==> config.mk <==
export PLATFORM = sky130hd
export DESIGN_NAME = strobed_bit_ram
export DESIGN_NICKNAME = d
export VERILOG_FILES = /design/src/rtl/sbr_pkg.sv /design/src/rtl/sbr_store.sv /design/src/rtl/sbr_latency.sv /design/src/rtl/sbr_outstage.sv /design/src/rtl/strobed_bit_ram.sv
export SDC_FILE = /design/constraint.sdc
export NUM_CORES = 1
export LEC_CHECK = 0
export ABC_AREA = 1
export CAP_MARGIN = 20
export CELL_PAD_IN_SITES_DETAIL_PLACEMENT = 1
export CELL_PAD_IN_SITES_GLOBAL_PLACEMENT = 2
export CORE_MARGIN = 5
export CORE_UTILIZATION = 43
export CTS_BUF_LIST = sky130_fd_sc_hd__clkbuf_4 sky130_fd_sc_hd__clkbuf_8
export CTS_CLUSTER_SIZE = 16
export DETAILED_ROUTE_END_ITERATION = 16
export PLACE_DENSITY_LB_ADDON = 0.05
export SYNTH_ARGS = -nofsm -noshare
export SYNTH_HDL_FRONTEND = slang
export SYNTH_HIERARCHICAL = 1
export SYNTH_SLANG_ARGS = --single-unit
==> constraint.sdc <==
create_clock -name clk -period 1 [get_ports clk]
set_clock_uncertainty 0.15 [all_clocks]
set_input_delay 0.1 -clock clk [delete_from_list [all_inputs] [get_ports clk]]
set_output_delay 0.1 -clock clk [all_outputs]
set_load 0.02 [all_outputs]
==> src/rtl/sbr_pkg.sv <==
package sbr_pkg;
  // Output stage of the read path: an enable flag plus the driven bit.
  typedef struct packed {
    logic oe;
    logic data;
  } sbr_out_t;

  localparam sbr_out_t SBR_OUT_OFF = '{oe: 1'b0, data: 1'b0};
endpackage

==> src/rtl/sbr_store.sv <==
module sbr_store #(
  parameter int WORDS = 64,
  parameter int AW    = $clog2(WORDS)
) (
  input  logic          clk,
  input  logic          wr_en,
  input  logic [AW-1:0] wr_addr,
  input  logic          wr_bit,
  input  logic [AW-1:0] rd_addr,
  output logic          rd_bit
);
  logic [WORDS-1:0] bits;

  // One flop per word with its own decoded clock enable; no reset on storage.
  for (genvar w = 0; w < WORDS; w++) begin : g_word
    logic sel;
    assign sel = wr_en && (wr_addr == AW'(w));
    always_ff @(posedge clk) begin
      if (sel) begin
        bits[w] <= wr_bit;
      end
    end
  end

  assign rd_bit = bits[rd_addr];
endmodule

==> src/rtl/sbr_latency.sv <==
module sbr_latency #(
  parameter int ACCESS_CYCLES = 2,
  parameter int AW            = 6,
  localparam int CW           = $clog2(ACCESS_CYCLES + 1)
) (
  input  logic          clk,
  input  logic          rst_n,
  input  logic          rd_act,
  input  logic [AW-1:0] addr,
  output logic          data_ok
);
  logic [CW-1:0] run_q, run_d;
  logic [AW-1:0] prev_addr_q, prev_addr_d;
  logic          prev_rd_q, prev_rd_d;
  logic          same_run;

  always_comb begin
    same_run    = prev_rd_q && (addr == prev_addr_q);
    prev_rd_d   = rd_act;
    prev_addr_d = rd_act ? addr : prev_addr_q;
    run_d       = '0;
    if (rd_act && same_run) begin
      run_d = (run_q == CW'(ACCESS_CYCLES)) ? run_q : run_q + CW'(1);
    end
    data_ok = rd_act && (run_d == CW'(ACCESS_CYCLES));
  end

  always_ff @(posedge clk or negedge rst_n) begin
    if (!rst_n) begin
      run_q       <= '0;
      prev_addr_q <= '0;
      prev_rd_q   <= 1'b0;
    end else begin
      run_q       <= run_d;
      prev_addr_q <= prev_addr_d;
      prev_rd_q   <= prev_rd_d;
    end
  end
endmodule

==> src/rtl/sbr_outstage.sv <==
module sbr_outstage
  import sbr_pkg::*;
(
  input  logic     clk,
  input  logic     rst_n,
  input  logic     rd_act,
  input  logic     data_ok,
  input  logic     mem_bit,
  output sbr_out_t out_q
);
  sbr_out_t out_d;

  always_comb begin
    out_d      = SBR_OUT_OFF;
    out_d.oe   = rd_act;
    out_d.data = rd_act && data_ok && mem_bit;
  end

  always_ff @(posedge clk or negedge rst_n) begin
    if (!rst_n) begin
      out_q <= SBR_OUT_OFF;
    end else begin
      out_q <= out_d;
    end
  end
endmodule

==> src/rtl/strobed_bit_ram.sv <==
module strobed_bit_ram
  import sbr_pkg::*;
#(
  parameter int WORDS         = 64,
  parameter int ACCESS_CYCLES = 2,
  localparam int AW           = $clog2(WORDS)
) (
  input  logic          clk,
  input  logic          rst_n,
  input  logic [AW-1:0] addr,
  input  logic          din,
  input  logic          rd_sel,
  input  logic          strobe,
  input  logic          en_a,
  input  logic          en_b,
  output logic          dout,
  output logic          dout_oe
);
  logic [1:0] rst_pipe_q;
  logic       rst_sync_n;
  logic       access, rd_act, wr_act;
  logic       data_ok, mem_bit;
  sbr_out_t   out_q;

  // Asynchronous assertion, synchronous release.
  always_ff @(posedge clk or negedge rst_n) begin
    if (!rst_n) begin
      rst_pipe_q <= 2'b00;
    end else begin
      rst_pipe_q <= {rst_pipe_q[0], 1'b1};
    end
  end
  assign rst_sync_n = rst_pipe_q[1];

  assign access = strobe && en_a && en_b;
  assign rd_act = access && rd_sel;
  assign wr_act = access && !rd_sel;

  sbr_store #(.WORDS(WORDS), .AW(AW)) u_store (
    .clk     (clk),
    .wr_en   (wr_act),
    .wr_addr (addr),
    .wr_bit  (din),
    .rd_addr (addr),
    .rd_bit  (mem_bit)
  );

  sbr_latency #(.ACCESS_CYCLES(ACCESS_CYCLES), .AW(AW)) u_latency (
    .clk     (clk),
    .rst_n   (rst_sync_n),
    .rd_act  (rd_act),
    .addr    (addr),
    .data_ok (data_ok)
  );

  sbr_outstage u_out (
    .clk     (clk),
    .rst_n   (rst_sync_n),
    .rd_act  (rd_act),
    .data_ok (data_ok),
    .mem_bit (mem_bit),
    .out_q   (out_q)
  );

  assign dout    = out_q.data;
  assign dout_oe = out_q.oe;
endmodule

Word-level counts from Yosys, hierarchy flattened
Index checks and enable logic that the tools add are counted.
W data, S select, Z words.
- reduce and logical (&&, ||, !) cells: 75
- equality and inequality tests: 66
- magnitude comparators: 1
- add/sub/neg operators: 1
- multiplexer cells: 4
- operators with widths (kind ; number):
    $eq A6 B6 Y1 const B ; 32
    $eq A6 B5 Y1 const B ; 16
    $logic_and A1 B1 Y1 ; 73
    $eq A6 B4 Y1 const B ; 8
    $eq A6 B3 Y1 const B ; 4
    $eq A6 B2 Y1 const B ; 2
    $lt A6 B7 Y1 const B ; 1
    $bmux W1 S6 ; 1
    $eq A6 B1 Y1 const B ; 1
    $eq A6 B6 Y1 ; 1
    $logic_not A6 Y1 ; 1
    $eq A2 B2 Y1 const B ; 2
    $mux W2 ; 2
    $add A2 B1 Y2 const B ; 1
    $logic_not A1 Y1 ; 1
    $mux W1 ; 1
- word-level logic and storage cells: 216
- input bits: 13
- register bits after elaboration: 76

Longest topological paths before layout
- depth in word-level cells: 9
- gate-level depth with buffers: 13
- mapped depth without buffers: 11

By module
Netlist, hierarchy kept.
- modules (own cells, without submodules) (module ; seq. area each (um^2) ; times used ; cells an instance ; area each (um^2)):
    sbr_store ; 1921.8 ; 1 ; 320 ; 3014.1
    sbr_latency ; 225.2 ; 1 ; 57 ; 462.9
    strobed_bit_ram ; 50.0 ; 1 ; 7 ; 70.1
    sbr_outstage ; 50.0 ; 1 ; 5 ; 63.8

Least setup slack after synthesis
OpenSTA, ideal clock, no wires.
- path type: input port to flip-flop
- from: input port en_b
- to: register u_store.bits[16], enable pin
- slack: -359 ps
- path buffers: 1
- data required time: 551 ps
- stages: 5
- arrival: 910 ps
- cells stage by stage: nand3_1 -> nor2_1 -> nand3_1 -> clkbuf_1 -> nor2_1
- longest elaborated chain between the ends: 3
- ends and longest elaborated chain (item ; RTL line ; source):
    start, declared ; strobed_bit_ram.sv:15 ; input logic en_b,
    $logic_and A1 B1 Y1 ; strobed_bit_ram.sv:35 ; assign access = strobe && en_a && en_b;
    $logic_and A1 B1 Y1 ; strobed_bit_ram.sv:37 ; assign wr_act = access && !rd_sel;
    net wr_act ; strobed_bit_ram.sv:21 ; logic access, rd_act, wr_act;
    $logic_and A1 B1 Y1 ; sbr_store.sv:17 ; assign sel = wr_en && (wr_addr == AW'(w));
    net u_store.g_word[16].sel ; sbr_store.sv:16 ; logic sel;
    end signal, assigned by index ; sbr_store.sv:20 ; bits[w] <= wr_bit;
    end, declared ; sbr_store.sv:12 ; logic [WORDS-1:0] bits;
The timed path passes the listed nets, and every way through them passes these cells.
A chain may end at the register's enable or synchronous reset.

==> out/results.txt <==
The tools report the number of hold violations in the final report as 0. The run gives 33 as the row count. The post-layout net count was 476. The final reports fail on negative setup slack.

The tools report the synthesized netlist net count as 403. The total global routing track utilization came out at 0.250. The number of inserted filler cells in the final layout came out at 811. The worst register-to-register path begins at u_latency/prev_addr_q[0]. The most critical setup path has its startpoint at u_latency/prev_addr_q[0]. The maximum number of pins on one net before global-route repair is 65. The flow ran to the end, but the final reports show violations. Setup total negative slack on the finished layout was measured at -9950 ps. The average wire length per cell after detail routing was 26.1 um.

For the worst setup path, the data arrival time is 1710 ps. The number of synthesized register bits works out to 77. Across all hold checks on the routed design, the worst slack comes to 1.97 ps.

STA classifies the critical path startpoint as a flop. The number of setup violations in the final report was 69; the final weighted congestion in routability-driven placement was 0.781. Setup repair after global routing could not meet its margin everywhere. The tools report the final antenna diode count as 0.

The post-layout total power is 7630 uW. After detailed routing, the number of remaining DRC violations is 0. The fraction of layout cells with a size suffix above 1 was 0.467. The timing-limited maximum frequency was 0.639 GHz.

The floorplan step defined a die boundary enclosing 10300 um^2. The global-route congestion overflow total was 0; the worst setup margin was -565 ps. The logs give 0.00207 uW for the total leakage power and 0 for the number of max-capacitance violations reported. Measured along the x axis, the die boundary spans 102 um. Synthesis produced a netlist whose cell count is 389.

The maximum clock insertion buffer count was 2; the count of TritonRoute iterations in the first routing pass was 5. The floorplan step set the die height to 102 um. For the number of H-tree levels, the log shows 3. The minimum clock period after layout came out at 1560 ps. At the worst endpoint, the required time is 1140 ps. After synthesis the cells add up to 3610 um^2. For the sequential cell area fraction in the yosys report, the log shows 0.622. TritonCTS built the clock tree.

The part of the cycle the worst path needs is 1.56, and the Yosys warning count is 6. Across all layers, the routed design uses 3309 vias. Detailed placement finished with a half-perimeter wire length of 6260 um. OpenSTA, run right after detailed placement, puts the worst setup slack at -975 ps. The via count of the first global-routing pass came out at 3340.

Final routed wirelength across all metal layers: 14900 um. The number of pins exceeding their max-slew limit in the final report is 0. The path category of the worst min-delay check is reg2async.

Compared with the post-synthesis result, the final layout area differs by 60.0%. The tools report the insertion delay to the later sink of the worst-skew pair as 360 ps. After clock tree synthesis, the clock-pin slew on the worst setup and hold paths is 90 ps. Average instance area after synthesis: 9.28 um^2. The detail route stage leaves a number of antenna-violating nets equal to 0. The first routing iteration left 224 violations. The first global-routing pass estimated 18700 um of wire. The highest net fanout along the worst path is 2, and the peak supply drop is 1.11 mV. In the routed layout, each cell is associated on average with a via count of 5.81. Total power per unit cell area: 1320 nW/um^2.

Counting the buffers created by CTS gives 9. Area of the core: 8220 um^2. The number of antenna violations at the first check in global routing is 0.

The kind of critical path is reg2reg. The run gives 21 as the count of cell types in the netlist. The starting utilization of the core area is 0.439. The tools report the critical path capture point type as a flop.

Port buffer count: 14. Clock tree synthesis selected as its root buffer the cell clkbuf_8. Pin placement for this block handled 15 I/O pins.

Counting every sink on the clock net gives 77.
-- cell type report --
| class | instances | area (um^2) | share of cell area |
|---|---|---|---|
| Clock buffer | 9 | 124 | 0.0214 |
| Clock inverter | 5 | 101 | 0.0175 |
| Inverter | 29 | 150 | 0.0260 |
| Multi-Input combinational cell | 267 | 2020 | 0.350 |
| Sequential cell | 77 | 2250 | 0.389 |
| Tap cell | 105 | 131 | 0.0227 |
| Timing Repair Buffer | 77 | 982 | 0.170 |
| Timing Repair inverter | 1 | 16.3 | 0.00282 |
-- worst paths after layout --
kind,end,slack [ps],cells past startpoint
max,u_out/out_q[0],-560,10
min,u_latency/prev_addr_q[0],2,1
max reg2reg,u_out/out_q[0],-560,10
min reg2reg,u_latency/prev_addr_q[0],2,1
max in group asynchronous,rst_pipe_q[0],280,2
min in group clk,u_out/out_q[1],40,4
-- state kept, by name, summed over array words and instances (netlist names) --
signal                 flops
rst_pipe_q                 2
u_latency/run_q            2
u_latency/prev_addr_q      6
u_latency/prev_rd_q        1
u_store/bits              64
u_out/out_q                2
-- critical path: stages, from the launching register on --
cell     delay (ps)
dfrtp_1         430
inv_2            60
nand2_1          80
nand2_1          60
inv_1            60
nand2_1          60
nor2_2          160
nand3_2         120
nor2_2          150
nand2_2          90
nor2_2           90
-- cell families after synthesis --
| family | Yosys count | share of synthesized area |
|---|---|---|
| AND/OR/NAND/NOR | 257 | 0.293 |
| flip-flops | 77 | 0.622 |
| buffers and inverters | 45 | 0.0634 |
| AO/OA/AOI/OAI | 4 | 0.00554 |
| XOR/XNOR | 2 | 0.00485 |
| multiplexers | 2 | 0.00624 |
| adder cells (fa/ha/maj) | 1 | 0.00346 |
| other | 1 | 0.00104 |
-- layer usage --
metal	vias to the layer above	routed length [um]	global-route usage
met5	-	0	0
met4	0	391	0.0777
met3	40	776	0.0510
met2	145	7890	0.437
met1	1701	5840	0.311
li1	1423	-	-
-- through the flow --
stage	std cells	instance area (um^2)	utilization
finish	570	5780	0.703
detailed placement	526	4180	0.509
global placement	526	4180	0.509
global route	570	5780	0.703
CTS	562	5160	0.628
floorplan	389	3730	-
-- placed cells by master (no fill, tap or decap), drive strengths merged --
cell,Yosys,routed
nor2,79,79
dfrtp,13,13
mux2,2,2
o21ai,4,4
bufbuf,0,1
bufinv,0,3
nand3,61,61
xnor2,1,1
nand2,117,117
inv,29,28
buf,12,70
edfxtp,64,64
xor2,1,1
clkbuf,4,10
clkinv,0,3
dlygate4sd3,0,2
clkinvlp,0,1
conb,1,1
ha,1,1
clkdlybuf4s50,0,2
clkdlybuf4s15,0,1
-- Yosys cell counts --
cell type	number	area, um^2
o21ai_0	4	20.0
clkbuf_1	4	15.0
dfrtp_1	13	325
edfxtp_1	64	1920
buf_4	5	37.5
buf_2	3	15.0
ha_1	1	12.5
mux2_1	2	22.5
inv_1	26	97.6
xor2_1	1	8.76
xnor2_1	1	8.76
nor2_2	5	31.3
nand3_2	1	10.0
inv_4	1	6.26
inv_2	1	3.75
conb_1	1	3.75
buf_6	4	45.0
inv_6	1	8.76
nor2_1	74	278
nand3_1	60	300
nand2_1	117	439
-- report_power, final --
group | switching (uW) | internal, uW | total (uW)
logic | 761 | 467 | 1230
clock network | 1200 | 1620 | 2830
registers | 47.2 | 3530 | 3580
total | 2010 | 5620 | 7630
-- repair_timing --
action / 4_1_cts / 5_1_grt
endpoints found under the setup margin: 75 / 68
hold buffers: 2 / 0
endpoints found under the hold margin: 3 / 0
resized for setup: 191 / 126
pin swaps: 26 / 42
cloned: 8 / 1
setup buffers: 12 / 8
Note: power is estimated with default switching activity, not from simulation.
